===== config.mk =====
export PLATFORM = sky130hd
export DESIGN_NAME = mt_timer
export DESIGN_NICKNAME = d
export VERILOG_FILES = /design/src/rtl/mt_pkg.sv /design/src/rtl/mt_src_sel.sv /design/src/rtl/mt_prescaler.sv /design/src/rtl/mt_core_counter.sv /design/src/rtl/mt_timer.sv
export SDC_FILE = /design/constraint.sdc
export NUM_CORES = 1
export LEC_CHECK = 0
export BUFFER_PORTS_ARGS = -buffer_cell sky130_fd_sc_hd__clkbuf_2
export CAP_MARGIN = 40
export CORE_ASPECT_RATIO = 0.6
export CORE_MARGIN = 8
export CORE_UTILIZATION = 62
export DETAILED_ROUTE_END_ITERATION = 16
export GPL_TIMING_DRIVEN = 0
export PLACE_DENSITY = 0.88
export RECOVER_POWER = 25
export REMOVE_ABC_BUFFERS = 1
export SLEW_MARGIN = 20
export SYNTH_ARGS = -nofsm -noshare
export SYNTH_HDL_FRONTEND = slang
export SYNTH_SLANG_ARGS = --single-unit

===== constraint.sdc =====
create_clock -name clk -period 4.15 [get_ports clk]
set_input_delay 0.415 -clock clk [delete_from_list [all_inputs] [get_ports clk]]
set_output_delay 0.415 -clock clk [all_outputs]
set_load 0.1 [all_outputs]

===== src/rtl/mt_pkg.sv =====
package mt_pkg;

  typedef enum logic [1:0] {
    SRC_BUS      = 2'd0,
    SRC_FIXED    = 2'd1,
    SRC_EXT_FALL = 2'd2,
    SRC_EXT_RISE = 2'd3
  } src_e;

  typedef enum logic [1:0] {
    RA_CTRL = 2'd0,
    RA_CLK  = 2'd1,
    RA_CNT  = 2'd2,
    RA_LIM  = 2'd3
  } reg_addr_e;

  // Prescale exponent, saturated at the prescaler depth.
  function automatic int unsigned clamp_exp(input int unsigned code, input int unsigned lim);
    return (code > lim) ? lim : code;
  endfunction

endpackage


===== src/rtl/mt_src_sel.sv =====
module mt_src_sel #(
  parameter int SYNC_STAGES = 2
) (
  input  logic       clk,
  input  logic       rst_n,
  input  logic [1:0] sel,
  input  logic       fixed_tick,
  input  logic       ext_clk_pin,
  output logic       src_tick
);
  import mt_pkg::*;

  localparam int CHAIN_W = SYNC_STAGES + 1;

  // Synchroniser stages plus one history stage for edge detection.
  logic [CHAIN_W-1:0] chain;
  logic pin_now, pin_old, pin_rise, pin_fall;

  always_ff @(posedge clk) begin
    if (!rst_n) chain <= '0;
    else        chain <= {chain[CHAIN_W-2:0], ext_clk_pin};
  end

  assign pin_now  = chain[SYNC_STAGES-1];
  assign pin_old  = chain[SYNC_STAGES];
  assign pin_rise = pin_now & ~pin_old;
  assign pin_fall = ~pin_now & pin_old;

  always_comb begin
    unique case (src_e'(sel))
      SRC_BUS:      src_tick = 1'b1;
      SRC_FIXED:    src_tick = fixed_tick;
      SRC_EXT_FALL: src_tick = pin_fall;
      SRC_EXT_RISE: src_tick = pin_rise;
      default:      src_tick = 1'b0;
    endcase
  end

endmodule


===== src/rtl/mt_prescaler.sv =====
module mt_prescaler #(
  parameter int DIV_W = 8,
  parameter int PS_W  = 4
) (
  input  logic            clk,
  input  logic            rst_n,
  input  logic            run,
  input  logic            clear,
  input  logic            src_tick,
  input  logic [PS_W-1:0] ps_code,
  output logic            pre_tick
);
  import mt_pkg::*;

  logic [DIV_W-1:0] div_cnt;
  logic [DIV_W-1:0] div_mask;
  int unsigned      exp_v;

  assign exp_v = clamp_exp(32'(ps_code), DIV_W);

  // Low exp_v bits set: a tick is due when all of them are one.
  always_comb begin
    for (int i = 0; i < DIV_W; i++) div_mask[i] = (i < int'(exp_v));
  end

  assign pre_tick = run & src_tick & ((div_cnt & div_mask) == div_mask);

  always_ff @(posedge clk) begin
    if (!rst_n)               div_cnt <= '0;
    else if (clear)           div_cnt <= '0;
    else if (run && src_tick) div_cnt <= div_cnt + 1'b1;
  end

endmodule


===== src/rtl/mt_core_counter.sv =====
module mt_core_counter #(
  parameter int CNT_W = 8
) (
  input  logic             clk,
  input  logic             rst_n,
  input  logic             clear,
  input  logic             tick,
  input  logic [CNT_W-1:0] limit_reg,
  output logic [CNT_W-1:0] cnt_val,
  output logic             wrap_evt
);

  // A zero limit stands for the full counter range.
  function automatic logic [CNT_W-1:0] wrap_point(input logic [CNT_W-1:0] lim);
    return (lim == '0) ? {CNT_W{1'b1}} : lim;
  endfunction

  logic [CNT_W-1:0] top_v;

  assign top_v    = wrap_point(limit_reg);
  assign wrap_evt = tick & (cnt_val == top_v);

  always_ff @(posedge clk) begin
    if (!rst_n)        cnt_val <= '0;
    else if (clear)    cnt_val <= '0;
    else if (wrap_evt) cnt_val <= '0;
    else if (tick)     cnt_val <= cnt_val + 1'b1;
  end

endmodule


===== src/rtl/mt_timer.sv =====
module mt_timer #(
  parameter int CNT_W       = 8,
  parameter int PS_W        = 4,
  parameter int PS_MAX      = 8,
  parameter int SYNC_STAGES = 2
) (
  input  logic             clk,
  input  logic             rst_n,
  input  logic             bus_wr,
  input  logic             bus_rd,
  input  logic [1:0]       bus_addr,
  input  logic [CNT_W-1:0] bus_wdata,
  output logic [CNT_W-1:0] bus_rdata,
  input  logic             fixed_tick,
  input  logic             ext_clk_pin,
  output logic             irq
);
  import mt_pkg::*;

  localparam int DATA_W   = CNT_W;
  localparam int FLAG_BIT = DATA_W - 1;
  localparam int IE_BIT   = DATA_W - 2;
  localparam int RST_BIT  = DATA_W - 3;
  localparam int STOP_BIT = DATA_W - 4;
  localparam int SRC_LSB  = PS_W;

  reg_addr_e        addr_q;
  logic             wr_ctrl, wr_clk, wr_lim, rd_ctrl;
  logic             ovf_flag, irq_en, stop_q, clr_arm;
  logic [1:0]       src_sel;
  logic [PS_W-1:0]  ps_code;
  logic [CNT_W-1:0] limit_reg, cnt_val;
  logic             ctr_clear, src_tick, pre_tick, wrap_evt;

  assign addr_q  = reg_addr_e'(bus_addr);
  assign wr_ctrl = bus_wr & (addr_q == RA_CTRL);
  assign wr_clk  = bus_wr & (addr_q == RA_CLK);
  assign wr_lim  = bus_wr & (addr_q == RA_LIM);
  assign rd_ctrl = bus_rd & (addr_q == RA_CTRL);

  assign ctr_clear = (wr_ctrl & bus_wdata[RST_BIT]) | wr_clk | wr_lim;

  always_ff @(posedge clk) begin
    if (!rst_n) begin
      irq_en    <= 1'b0;
      stop_q    <= 1'b1;
      src_sel   <= '0;
      ps_code   <= '0;
      limit_reg <= '0;
    end else begin
      if (wr_ctrl) begin
        irq_en <= bus_wdata[IE_BIT];
        stop_q <= bus_wdata[STOP_BIT];
      end
      if (wr_clk) begin
        src_sel <= bus_wdata[SRC_LSB +: 2];
        ps_code <= bus_wdata[PS_W-1:0];
      end
      if (wr_lim) limit_reg <= bus_wdata;
    end
  end

  // Overflow flag: set wins; a clear needs an armed read first.
  always_ff @(posedge clk) begin
    if (!rst_n) begin
      ovf_flag <= 1'b0;
      clr_arm  <= 1'b0;
    end else begin
      if (wrap_evt)
        ovf_flag <= 1'b1;
      else if (wr_ctrl && clr_arm && !bus_wdata[FLAG_BIT])
        ovf_flag <= 1'b0;
      if (wr_ctrl)
        clr_arm <= 1'b0;
      else if (rd_ctrl && ovf_flag)
        clr_arm <= 1'b1;
    end
  end

  assign irq = ovf_flag & irq_en;

  always_comb begin
    bus_rdata = '0;
    unique case (addr_q)
      RA_CTRL: begin
        bus_rdata[FLAG_BIT] = ovf_flag;
        bus_rdata[IE_BIT]   = irq_en;
        bus_rdata[STOP_BIT] = stop_q;
      end
      RA_CLK: begin
        bus_rdata[SRC_LSB +: 2] = src_sel;
        bus_rdata[PS_W-1:0]     = ps_code;
      end
      RA_CNT:  bus_rdata = cnt_val;
      RA_LIM:  bus_rdata = limit_reg;
      default: bus_rdata = '0;
    endcase
  end

  mt_src_sel #(.SYNC_STAGES(SYNC_STAGES)) u_src (
    .clk(clk), .rst_n(rst_n), .sel(src_sel), .fixed_tick(fixed_tick),
    .ext_clk_pin(ext_clk_pin), .src_tick(src_tick)
  );

  mt_prescaler #(.DIV_W(PS_MAX), .PS_W(PS_W)) u_pre (
    .clk(clk), .rst_n(rst_n), .run(~stop_q), .clear(ctr_clear),
    .src_tick(src_tick), .ps_code(ps_code), .pre_tick(pre_tick)
  );

  mt_core_counter #(.CNT_W(CNT_W)) u_cnt (
    .clk(clk), .rst_n(rst_n), .clear(ctr_clear), .tick(pre_tick),
    .limit_reg(limit_reg), .cnt_val(cnt_val), .wrap_evt(wrap_evt)
  );

endmodule


==> results.yml <==
timing:
  post_route_worst_hold_slack_ns: 0.320
  grt_setup_unrepaired: "no"
  max_freq_ghz: 0.393
  tns_ns: 0
  portion_of_the_clock_cycle_consumed_by_the_worst_path_in_the_final_layout_pct: 61.4
  timing.max_slew.rel_slack_pct: 47.9
  slew_limit_fails: 0
  fin_crit_ns: 2.55
  timing.final.hold_violations: 0
  clock_skew_ns: 0.00721
  tightestPinTransition_ns: 0.781
  finalSetupViolCount: 0
logic_synthesis:
  mappedNetlistArea_mm2: 0.00204
  yosys_warning_count: 0
  number_of_synthesized_flops_with_an_enable_pin: 0
  ys_async_sr_fraction_pct: 0
  ys_seq_elements: 37
  post_synth.cell_area_avg_um2: 8.88
  synth_cell_type_count: 41
  ys_seq_area_share_pct: 36.3
  post-synth-top-area-cell: "sky130_fd_sc_hd__dfxtp_1"
  synth_ff_type: "sky130_fd_sc_hd__dfxtp_1"
  yosys-top-cells-area: "sky130_fd_sc_hd__dfxtp_1 (36%), sky130_fd_sc_hd__mux2i_1 (9.8%), sky130_fd_sc_hd__nor2_1 (5.0%)"
  synth_largest_type_area_fraction_pct: 36.3
  syn-instance-count: 230
power:
  p_seq_share_pct: 46.3
  max-vdd-ir-drop_mv: 0.224
  power_leakage_nw: 0.930
  comb_power_share_pct: 12.7
  p_switching_mw: 0.211
  intPower_mw: 0.595
  power-per-cell-area_mw_per_mm2: 354
  p_sw_share_pct: 26.2
  power.clock.fraction_pct: 41.1
cts:
  cts-root-to-sink-buffers: 2
  cts_buffers: 5
  postCtsSetupRepairBufs: 0
  cts_tree: "built"
  cts_resized: 0
  clkLatencyLatePin_ns: 0.30
  total_number_of_h_tree_levels: 2
  clock-root-buffer: "sky130_fd_sc_hd__clkbuf_8"
  post_cts_hold_buffer_count: 0
  cts_sinks: 37
  path_clk_slew_ns: 0.07
die:
  die-width_um: 90.1
  dieHeight_um: 60.5
  initial_utilization_pct: 63.7
  io_pins: 25
  die-area_mm2: 0.00545
  num_rows: 16
  coreArea_mm2: 0.00320
place:
  placed_cell_area_mm2: 0.00216
  hpwlAfterDp_um: 3280
  buffer_ports.inserted: 24
  place.detailed.instances: 284
  gpl.final_weighted_congestion: 0.875
grt:
  globalRouteTotalUtil_pct: 18.2
  grt_overflow_total: 0
  grt_antenna_before_repair: 0
  grt_first_pass_wirelength_um: 7980
  first_global_vias: 1659
  grt_max_degree: 17
layout:
  final_non_filler_cells: 292
  layout-drive-gt1-share_pct: 17.4
  antennaDiodeCount: 0
  syn2layout_area_growth_pct: 11.6
  postLayoutCellArea_mm2: 0.00228
  final_nets: 264
route:
  drt_drc_violations_left: 0
  routed_wire_per_std_cell_um: 16.2
  routed_via_count_divided_by_cell_count: 5.98
  detailedRoute.firstIterationViolations: 93
  antenna_left: 0
  dr_total_vias: 1745
  detail_route.wirelength_um: 4740
  first_pass_iters: 4
outcome:
  run_status: "complete, no violations"
run:
  cap_violations: 0
worst_setup_path:
  timing.critical_path.to_type: "output pin"
  timing.critical_path.fanout_max: 16
  setup.worst_path.start_class: "primary input"
  worstPathArrival_ns: 2.13
  crit_path_kind: "in -> out"
  cp_data_required_time_ns: 3.73
hold_path:
  hold_path_class: "in -> reg"
## layout make-up
cell class | count | area, um2
clock buffers | 6 | 82.6
well taps | 45 | 56.3
clock inverters | 2 | 37.5
multi-input cells | 174 | 1230
flip-flops and latches | 37 | 741
inverters | 4 | 15.0
repair buffers | 24 | 118
fillers | 241 | 923
## power groups by stage
stage / Clock (mW) / Sequential, mW / Combinational (mW)
after floorplan: 0 / 0.378 / 0.0745
after global placement: 0 / 0.381 / 0.0987
after detailed placement: 0 / 0.381 / 0.100
after CTS: 0.337 / 0.373 / 0.102
after global routing: 0.356 / 0.374 / 0.111
final: 0.331 / 0.373 / 0.102
## stage by stage
step	util (%)	power, mW	setup WS, ns
floorplan	-	0.452	1.09
global placement	67.5	0.479	1.98
detailed placement	67.5	0.481	1.93
CTS	71.3	0.812	1.93
global route	71.2	0.841	1.53
finish	71.2	0.806	1.60
## Yosys cell counts (all sizes together), types with 2 or more instances
cell type / number
a22oi: 2
xor2: 7
inv: 4
mux2i: 20
a31oi: 3
mux2: 4
o22ai: 3
nor4: 9
dfxtp: 37
nand3: 9
nand2b: 2
and3: 4
a21oi: 6
nand2: 14
xnor2: 9
nand4b: 2
clkbuf: 15
nor4bb: 2
and2: 5
nor3: 8
ha: 2
nor2b: 4
nor2: 27
o21ai: 7
nand4: 8
a22o: 6
## path summary, 6_finish.rpt
kind,to,start,cells after the start,slack (ns)
hold / removal,u_src.chain[0],ext_clk_pin,2,0.32
setup reg to reg,u_cnt.cnt_val[7],src_sel[0],6,2.07
hold reg to reg,u_src.chain[1],u_src.chain[0],1,0.44
setup / recovery,bus_rdata[5],bus_addr[1],4,1.60
## layer usage
metal,wire length (um),vias to the layer above,track usage (%)
met5,0,-,0
met4,101,0,8.69
met3,279,12,5.06
met2,1920,69,27.4
met1,2440,802,24.0
li1,-,862,-
## layout by cell type (no fill, tap or decap), drive strengths merged, types with 2 or more instances in the layout
master	n
dfxtp	37
clkbuf	30
nor2	27
mux2i	20
nand2	14
nand3	9
xnor2	9
nor4	9
nand4	8
nor3	8
xor2	7
o21ai	7
a22o	6
a21oi	6
and2	5
mux2	4
inv	4
and3	4
nor2b	4
a31oi	3
o22ai	3
nand2b	2
nor4bb	2
a22oi	2
ha	2
nand4b	2
## cell families after synthesis
family          Yosys count  share of synthesized area, %
compound gates           32                          10.8
xor+xnor                 16                          6.86
fa+ha+maj                 2                          1.23
buf+inv                  19                          3.49
flops                    37                          36.3
mux                      25                          13.1
simple gates             99                          28.2
## critical path, stage by stage
cell,delay [ns]
sky130_fd_sc_hd__clkbuf_1,0.57
sky130_fd_sc_hd__nor2b_1,0.43
sky130_fd_sc_hd__a22o_1,0.24
sky130_fd_sc_hd__clkbuf_2,0.46
Note: power is estimated with default switching activity, not from simulation.
